$ cat src/rtl/dbg_pkg.sv
package dbg_pkg;
  // bit 0 inverts lane A, bit 1 inverts lane B
  typedef enum logic [1:0] {
    POL_ACT_HIGH      = 2'b00,
    POL_ACT_LOW_COMP  = 2'b01,
    POL_ACT_HIGH_COMP = 2'b10,
    POL_ACT_LOW       = 2'b11
  } pol_mode_e;

  localparam int unsigned LANES = 2;
endpackage

$ cat src/rtl/dbg_rst_sync.sv
module dbg_rst_sync (
  input  logic clk,
  input  logic rst_n,
  output logic rst_q_n
);
  logic meta_q;

  always_ff @(posedge clk or negedge rst_n) begin
    if (!rst_n) begin
      meta_q  <= 1'b0;
      rst_q_n <= 1'b0;
    end else begin
      meta_q  <= 1'b1;
      rst_q_n <= meta_q;
    end
  end
endmodule

$ cat src/rtl/dbg_edge_delay.sv
// Delays one kind of edge by a run-length test on the input level.
// RISE_EDGE=1: output high only after the input was high for dly+1 edges.
// RISE_EDGE=0: output low only after the input was low for dly+1 edges.
module dbg_edge_delay #(
  parameter int unsigned DLY_W     = 10,
  parameter bit          RISE_EDGE = 1'b1
) (
  input  logic             clk,
  input  logic             rst_n,
  input  logic             sig_in,
  input  logic [DLY_W-1:0] dly,
  output logic             sig_out
);
  localparam int unsigned        CW  = DLY_W + 1;
  localparam logic [CW-1:0]      SAT = {1'b1, {DLY_W{1'b0}}};
  localparam logic [CW-1:0]      RUN_RST = RISE_EDGE ? '0 : SAT;

  logic [CW-1:0] run_q, run_nxt;
  logic          run_en;
  logic          lvl, qual, out_nxt, out_en;

  always_comb begin
    lvl = RISE_EDGE ? sig_in : !sig_in;
    if (!lvl)             run_nxt = '0;
    else if (run_q == SAT) run_nxt = SAT;
    else                  run_nxt = run_q + 1'b1;
    qual    = lvl && (run_nxt > {1'b0, dly});
    out_nxt = RISE_EDGE ? qual : !qual;
    run_en  = (run_nxt != run_q);
    out_en  = (out_nxt != sig_out);
  end

  always_ff @(posedge clk or negedge rst_n) begin
    if (!rst_n) begin
      run_q   <= RUN_RST;
      sig_out <= 1'b0;
    end else begin
      if (run_en) run_q   <= run_nxt;
      if (out_en) sig_out <= out_nxt;
    end
  end
endmodule

$ cat src/rtl/dbg_polarity.sv
module dbg_polarity
  import dbg_pkg::*;
(
  input  logic      pwm_in,
  input  logic      dly_a,
  input  logic      dly_b,
  input  pol_mode_e pol,
  input  logic      bypass,
  output logic      out_a,
  output logic      out_b
);
  logic [LANES-1:0] lane_in, lane_out;

  assign lane_in = {dly_b, dly_a};

  for (genvar g = 0; g < LANES; g++) begin : g_lane
    assign lane_out[g] = bypass ? pwm_in : (lane_in[g] ^ pol[g]);
  end

  assign out_a = lane_out[0];
  assign out_b = lane_out[1];
endmodule

$ cat src/rtl/dbg_deadband.sv
module dbg_deadband
  import dbg_pkg::*;
#(
  parameter int unsigned DLY_W = 10
) (
  input  logic             clk,
  input  logic             rst_n,
  input  logic             pwm_in,
  input  logic [DLY_W-1:0] red_cycles,
  input  logic [DLY_W-1:0] fed_cycles,
  input  logic [1:0]       pol_sel,
  input  logic             bypass,
  output logic             out_a,
  output logic             out_b
);
  logic rst_q_n;
  logic dly_a, dly_b;

  dbg_rst_sync u_rst (
    .clk    (clk),
    .rst_n  (rst_n),
    .rst_q_n(rst_q_n)
  );

  dbg_edge_delay #(.DLY_W(DLY_W), .RISE_EDGE(1'b1)) u_rise (
    .clk    (clk),
    .rst_n  (rst_q_n),
    .sig_in (pwm_in),
    .dly    (red_cycles),
    .sig_out(dly_a)
  );

  dbg_edge_delay #(.DLY_W(DLY_W), .RISE_EDGE(1'b0)) u_fall (
    .clk    (clk),
    .rst_n  (rst_q_n),
    .sig_in (pwm_in),
    .dly    (fed_cycles),
    .sig_out(dly_b)
  );

  dbg_polarity u_pol (
    .pwm_in(pwm_in),
    .dly_a (dly_a),
    .dly_b (dly_b),
    .pol   (pol_mode_e'(pol_sel)),
    .bypass(bypass),
    .out_a (out_a),
    .out_b (out_b)
  );
endmodule

$ cat config.mk
export PLATFORM = sky130hd
export DESIGN_NAME = dbg_deadband
export DESIGN_NICKNAME = d
export VERILOG_FILES = /design/src/rtl/dbg_pkg.sv /design/src/rtl/dbg_rst_sync.sv /design/src/rtl/dbg_edge_delay.sv /design/src/rtl/dbg_polarity.sv /design/src/rtl/dbg_deadband.sv
export SDC_FILE = /design/constraint.sdc
export NUM_CORES = 1
export LEC_CHECK = 0
export BUFFER_PORTS_ARGS = -buffer_cell sky130_fd_sc_hd__clkbuf_2
export CORE_MARGIN = 8
export CORE_UTILIZATION = 35
export CTS_BUF_LIST = sky130_fd_sc_hd__clkbuf_8
export DETAILED_ROUTE_END_ITERATION = 8
export PLACE_DENSITY = 0.58
export SYNTH_ARGS = -nofsm -noshare
export SYNTH_HDL_FRONTEND = slang
export SYNTH_SLANG_ARGS = --single-unit
$ cat constraint.sdc
create_clock -name clk -period 1 [get_ports clk]
set_input_delay 0.1 -clock clk [delete_from_list [all_inputs] [get_ports clk]]
set_output_delay 0.1 -clock clk [all_outputs]
set_load 0.02 [all_outputs]
==> results of run 1 <==
-- layout by cell type, fill, tap and decap left out, types with 3 or more instances in the layout --
cell	synthesis	final
clkbuf_8	0	3
buf_4	0	59
buf_6	0	17
nor2_2	0	7
a21oi_1	12	5
nand2_1	9	6
nand3_2	0	5
xor2_2	0	3
and3_1	5	3
nand4_1	4	4
inv_1	28	29
nor2_1	41	33
xor2_1	11	7
dfrtp_1	25	23
a21oi_2	0	7
o21ai_1	0	4
ha_1	24	21
clkbuf_2	0	25
xnor2_1	7	5
nand3_1	15	8
-- flip-flops by register name, summed over array words and instances, names as in the netlist --
name and count:
u_rst.rst_q_n 1, u_rise.run_q 11, u_fall.run_q 11, u_rst.meta_q 1, u_rise.sig_out 1, u_fall.sig_out 1
-- where the power goes --
group	internal [mW]	switching (mW)	total (mW)
Combinational	0.305	0.251	0.556
Sequential	1.08	0.0249	1.10
Clock	0.276	0.333	0.609
-- cell type report --
type / count / area, sq um
fillers: 449 / 2023
multi-input cells: 155 / 1338
repair buffers: 103 / 789.5
flip-flops and latches: 26 / 654.4
inverters: 28 / 105.1
well taps: 70 / 87.58
clock buffers: 3 / 41.29
clock inverters: 1 / 3.754
-- timing repair --
item | 4_1_cts | 5_1_grt
pin swaps | 7 | 23
hold buffers | 1 | 0
resized for setup | 26 | 55
endpoints found under the setup margin | 26 | 26
setup buffers | 7 | 6
hold endpoints to repair | 2 | 0
-- stage by stage --
| stage | total power [mW] | setup TNS [ps] |
|---|---|---|
| after floorplan | 1.330 | -8443 |
| after global placement | 1.546 | -14280 |
| after detailed placement | 1.555 | -15410 |
| after CTS | 2.207 | -14410 |
| after global routing | 2.377 | -16060 |
| final | 2.265 | -13550 |
-- logic make-up after synthesis --
logic type	share of synthesized area, %
buffers and inverters	6.611
and+or+nand+nor	23.38
other	0.2086
xor gates and xnor gates	8.768
AOI/OAI and AO/OA	8.074
DFF	36.26
adders and majority gates	16.70
-- path summary, 6_finish.rpt --
| path | startpoint | to | depth (start not counted) |
|---|---|---|---|
| worst min-delay path | u_rst.rst_q_n | u_rise.run_q[6] | 0 |
| worst max-delay path | u_rise.run_q[0] | u_rise.sig_out | 13 |
| worst max register to register | u_rise.run_q[0] | u_rise.sig_out | 13 |
| min in group clk | pwm_in | u_fall.run_q[10] | 3 |
| max in group asynchronous | u_rst.rst_q_n | u_rise.run_q[1] | 1 |
| worst min register to register | u_rst.rst_q_n | u_rise.run_q[6] | 0 |
-- layer usage --
| metal | GRT usage [%] | vias up |
|---|---|---|
| met4 | 4.219 | 0 |
| met1 | 14.78 | 786 |
| met5 | 0 | - |
| met3 | 1.782 | 6 |
| met2 | 22.04 | 31 |
| li1 | - | 916 |
-- critical path, delay by kind of cell, from the launching register on --
family	cells	cell delay, ps
simple gates	6	870
compound gates	3	450
fa+ha+maj	2	450
flops	1	380
buf+inv	2	180
==> metrics.md, run 1 <==
| Metric | Value |
|---|---|
| Number of global-route vias before repair | 1746 |
| Met3 routed WL | 145 microns |
| Yosys reg bits | 26 |
| Synth-to-Final Area Change | 67.92% |
| Fin crit share | 245.9% |
| Crit path kind | register to register |
| Final-stage net count | 367 |
| Largest net degree at the start of global routing | 15 |
| Vias per cell | approximately 4.5 |
| Final ANT Viol Nets | 0 |
| Ant diodes | 0 |
| Most used cell, CP | ha_1 |
| Die Span Y | 87.68 microns |
| Hold WS | ~120 ps |
| Reg clk slew, reported paths | 90 ps |
| Initial Util | 35.66% |
| Cell Chain, Critical Path | inv_1 > ha_1 > nor4b_4 > nand4b_1 > nand2_4 > buf_12 > nor2_1 > ha_1 > nand2_1 > or2_4 > o31a_1 > a2bb2oi_2 > o21ai_1 |
| Fraction of layout cells with a size suffix above 1 | 49.68% |
| Status | complete, but fails checks |
| IO Port Bufs | 27 |
| Setup WS post-layout | -1459 ps |
| Detailed-route wire length | 4.766 mm |
| Max cap viols | 0 |
| CTS root buf | clkbuf_8 |
| Worst vdd ir | 0.0005632 V |
| Boundary pin count | 28 |
| Final Hold Fails | 0 |
| RSZ-0062 raised after global routing | yes |
| Pins Over Slew Limit | 0 |
| Synth area leaders | dfrtp_1 (35%), ha_1 (17%), nor2_1 (8.6%) |
| Skew-Pair Late Insertion Delay | ~270 ps |
| Core area | 5042 sq um |
| Period minus WS final | 2459 ps |
| Net count after synthesis | 262 |
| Asr flop ratio synth | 100.0% |
| Row cnt | 26 |
| Number of synthesized flops with an enable pin | 0 |
| CTS Buffer Depth | 2 |
| Main flop type after synthesis | dfrtp_1 |
| Synth area leader | dfrtp_1 |
| DP Area | 2506 sq um |
| Vias | around 1.7k |
| Per-cell routed wire length | 12.35 microns |
| Synth Instances | 212 |
| Final core utilization | between 50 and 60% |
| First-pass DRT Iterations | 4 |
| Crit path max fanout | 5 |
| CP max stage delay | 380 ps |
| CTS buffer count | 3 |
| DP Wirelength | 3.560 mm |
| GP Congestion | 0.7657 |
| Failing checks | negative setup slack |
| Crit path capture type | register |
| Setup slack, reg-to-reg | -1460 ps |
| Met2 routed WL | ~2.5 mm |
| GRT Total Usage | between 10% and 20% |
| Cell variety after synth | 33 |
| DR DRC count | 0 |
| Die width | roughly 88 microns |
| Post-route insts no fill | between 300 and 400 |
| GRT overflow | 0 |
| Count leader, synth | nor2_1 |
| Final Cell Area | 3019 sq um |
| Synth Area per Inst | 8.481 sq um |
| Worst slack, placed | -1822 ps |
| Initial antenna violation count | 0 |
| Area of the die | 7687 sq um |
| Area fraction of the dominant cell type after synthesis | 34.79% |
| Slowest-stage cell, CP | dfrtp_1 |
| Max Fclk | 406.6 MHz |
| Worst Setup Start Kind | register |
| Synthesized area | 1798 sq um |
| Hold WC Path Type | register to async pin |
| Pwr Density | 750.4 nW/um^2 |
| H-Tree Depth | 1 |
| Dpl cells | about 370 |
| Commonest cells post-synth | nor2_1 (41), inv_1 (28), dfrtp_1 (25), ha_1 (24), nand3_1 (15) |
| Worst Skew | 2.556 ps |
| Clock tree from TritonCTS | built |
| Highest metal used | met4 |
| Global-route wire length before repair | between 7 and 8 mm |
| Final setup viols | 26 |
| Leakage | 1.543 nW |
| Sink Count | 26 |
| Seq/Total Area, Yosys | 36.26% |
| Req. time, crit path | between 1000 and 1500 ps |
| Crit path DAT | ~2600 ps |
| Met1 wire length | 2.063 mm |
| Drt initial violations | 26 |
| Synth warnings | 0 |
Power figures use the tool's default switching activity.
==> run 2, diff against run 1 <==
ABC_AREA = 1   (was unset)
CORE_ASPECT_RATIO = 1.2   (was unset)
PLACE_DENSITY = 0.57   (was 0.58)
TNS_END_PERCENT = 20   (was unset)
==> run 2 against run 1 <==
Non-clock buffer count shrank 13. Hold slack worse by 3.2 ps. Highest routed layer unchanged. Sequential share of layout area rose by 1.1 points. The flow still finishes with violations (negative setup slack). Final cell count rose by 7.0%. Critical path depth up 2.
==> metrics.md, run 2 <==
| Metric | Value |
|---|---|
| Status | complete, but fails checks |
| Failing checks | negative setup slack |
| Synth area leaders | dfrtp_1 (32%), ha_1 (16%), inv_1 (9.5%) |
| Per-cell routed wire length | 11.76 microns (-4.8%) |
| Setup slack, reg-to-reg | -1160 ps (+300 ps) |
| Number of synthesized flops with an enable pin | 0 (unchanged) |
| Vias per cell | 4.525 (+0.45%) |
| Clock tree from TritonCTS | built |
| Reg2reg end | u_fall.sig_out |
| Synthesized-area fraction occupied by and/or/nand/nor cells | 30.63% (+7.3 points) |
| Crit path kind | register to register |
| Sink Count | 26 (unchanged) |
| Max Fclk | 463.0 MHz (+14%) |
| GP Congestion | 0.8168 (+6.7%) |
| CTS buffer count | 3 (unchanged) |
| Setup WS post-layout | -1160 ps (+299.6 ps) |
| Main flop type after synthesis | dfrtp_1 |
| Dpl cells | 402 (+8.9%) |
| Largest family of logic cells by synthesized area | simple AND/OR/NAND/NOR gates |
| Fin crit share | 216.0% (-30 points) |
| Area fraction of the dominant cell type after synthesis | 32.38% (-2.4 points) |
| Post-synthesis compound-gate area fraction | 5.635% (-2.4 points) |
| Fraction of layout cells with a size suffix above 1 | 40.46% (-9.2 points) |
| CTS Buffer Depth | 2 (unchanged) |
| Global-route wire length before repair | 8.500 mm (+14%) |
| GRT Total Usage | 12.41% (+0.020 points) |
| Crit path DAT | 2330 ps (-280 ps) |
| Reg-to-reg startpoint | u_fall.run_q[10] |
| Max cap viols | 0 (unchanged) |
| Drt initial violations | 33 (+27%) |
| Skew-Pair Late Insertion Delay | 270 ps (about the same) |
| IO Port Bufs | 27 (unchanged) |
| Initial antenna violation count | 0 (unchanged) |
| Asr flop ratio synth | 100.0% (unchanged) |
| CTS root buf | clkbuf_8 |
| R2R cell count | 15 (+2) |
| Die width | 83.82 microns (-4.4%) |
| Final ANT Viol Nets | 0 (unchanged) |
| Number of global-route vias before repair | 2053 (+18%) |
| Crit path capture type | register |
| Final-stage net count | 402 (+9.5%) |
| Hold WS | 115.6 ps (-3.246 ps) |
| Synth Instances | 260 (+23%) |
| Area share of fa/ha/maj cells after synthesis | 15.54% (-1.2 points) |
| Initial Util | 36.47% (+0.81 points) |
| Leakage | 1.546 nW (+0.21%) |
| Die Span Y | 97.39 microns (+11%) |
| Mux cell area share after synthesis | 0% (unchanged) |
| Post-route insts no fill | 413 (+7.0%) |
| RSZ-0062 raised after global routing | yes |
| Hold WC Path Type | register to async pin |
| Commonest cells post-synth | inv_1 (49), nand2_1 (47), nor2_1 (38), dfrtp_1 (25), ha_1 (24) |
| First-pass DRT Iterations | 4 (unchanged) |
| Synth warnings | 0 (unchanged) |
| Synth area leader | dfrtp_1 |
| Reg clk slew, reported paths | 90 ps (about the same) |
| Cell variety after synth | 28 (-15%) |
| Count leader, synth | inv_1 |
| GRT overflow | 0 (unchanged) |
| Most frequent cells in the layout | buf_4 (57), inv_1 (45), nand2_1 (42) |
| Synth Area per Inst | 7.430 sq um (-12%) |
| Biggest regs | u_fall.run_q: 11 flops, u_rise.run_q: 11 flops |
| Most common cell after layout, fill and taps aside | buf_4 |
| Final Hold Fails | 0 (unchanged) |
| CP Launch Point | u_fall.run_q[10] |
| Worst slack, placed | -1232 ps (+589.8 ps) |
| Core area | 5298 sq um (+5.1%) |
| Worst Skew | 5.814 ps (+3.258 ps) |
| Req. time, crit path | 1170 ps (+20 ps) |
| Synth-to-Final Area Change | 48.45% |
| Worst Setup Start Kind | register |
| Detailed-route wire length | 4.857 mm (+1.9%) |
| Ant diodes | 0 (unchanged) |
| Vias | 1869 (+7.5%) |
| Worst vdd ir | 0.0005004 V (-11%) |
| Period minus WS final | 2160 ps (-299.6 ps) |
| DR DRC count | 0 (unchanged) |
| Largest net degree at the start of global routing | 16 (+1) |
| CP endpoint | u_fall.sig_out |
| Pins Over Slew Limit | 0 (unchanged) |
| Yosys reg bits | 26 (unchanged) |
| H-Tree Depth | 1 (unchanged) |
| Net count after synthesis | 310 (+18%) |
| Crit path max fanout | 3 (-2) |
| DP Wirelength | 3.878 mm (+8.9%) |
| Filler cells | 512 (+14%) |
| Synthesized area | 1932 sq um (+7.4%) |
| Area of the die | 8163 sq um (+6.2%) |
| Seq/Total Area, Yosys | 33.74% (-2.5 points) |
| Boundary pin count | 28 (unchanged) |
| Post-Synth XOR/XNOR Area | 3.627% (-5.1 points) |
| Row cnt | 29 (+12%) |
| Pwr Density | 785.4 nW/um^2 (+4.7%) |
| Final setup viols | 26 (unchanged) |
[run 2: cell count changes in the layout (fill, tap and decap cells not counted), moves of 3 or more]
cell,previous run,this run
nor3_2,0,3
xor2_1,7,0
inv_2,0,4
nor3b_1,0,3
nand2_2,1,7
inv_1,29,45
nor3_1,0,10
nand2_1,6,42
buf_6,17,6
a21oi_2,7,4
[run 2: per-layer routing]
layer	track usage (%)	vias up	routed length (microns)
met5	0	-	0
li1	-	1002	-
met2	23.50	26	2573
met4	5.193	0	101
met1	13.09	835	2064
met3	1.762	6	117
[run 2: how the worst min path moves through the flow]
| stage | end | slack [ps] | depth (start not counted) |
|---|---|---|---|
| after floorplan | u_rst.meta_q | -200 | 0 |
| after global placement | u_rst.rst_q_n | -110 | 1 |
| after detailed placement | u_rst.rst_q_n | -110 | 1 |
| after CTS | u_rise.run_q[2] | 130 | 0 |
| after global routing | u_rst.rst_q_n | 130 | 2 |
| final | u_rise.run_q[2] | 120 | 0 |
[run 2: area by class of cell]
| cell class | count | area (sq um) | share of cell area (%) |
|---|---|---|---|
| repair buffers | 90 | 650.6 | 22.69 |
| flip-flops and latches | 26 | 654.4 | 22.82 |
| clock buffers | 4 | 55.05 | 1.920 |
| inverters | 49 | 183.9 | 6.414 |
| well taps | 62 | 77.57 | 2.705 |
| multi-input cells | 182 | 1246 | 43.46 |
[run 2: where the power goes]
group / internal (mW) / switching, mW / leakage (nW) / total, mW
clock network: 0.352 / 0.336 / 0.0288 / 0.688
logic: 0.230 / 0.234 / 1.18 / 0.464
registers: 1.07 / 0.0253 / 0.341 / 1.10
[run 2: logic make-up (layout without fill, tap and decap cells)]
logic type,Yosys count,count (layout)
compound gates,21,21
other cells,1,1
flops,26,26
simple gates,128,128
fa+ha+maj,24,24
buf+inv,52,143
xor+xnor,8,8
[run 2: worst max-delay path: stages (launching register included)]
cell and delay, ps:
dfstp_2 550, inv_2 40, nor2_2 80, nand2_2 80
nor4_4 290, nor2_2 80, nand2_1 100, inv_1 80
ha_4 260, nand2_2 60, o21ai_2 130, nand2_1 70
nand3_1 70, nand2_1 50, nand2_1 60, a21oi_2 50
[run 2: through the flow]
| stage | setup TNS [ps] | instance area [sq um] | util, % | power (mW) |
|---|---|---|---|---|
| global placement | -9623 | 2565 | 48.42 | 1.496 |
| finish | -9873 | 2868 | 54.13 | 2.252 |
| CTS | -10120 | 2760 | 52.10 | 2.245 |
| detailed placement | -9776 | 2565 | 48.42 | 1.503 |
| floorplan | -5083 | 1941 | - | 1.316 |
| global route | -12300 | 2868 | 54.13 | 2.389 |
[run 2: what timing repair did]
item                                    4_1_cts  5_1_grt
resized for setup                            32       23
pin swaps                                     8        7
endpoints found under the setup margin       26       26
setup buffers                                 4        4
hold buffers                                  1        0
hold endpoints to repair                      2        0
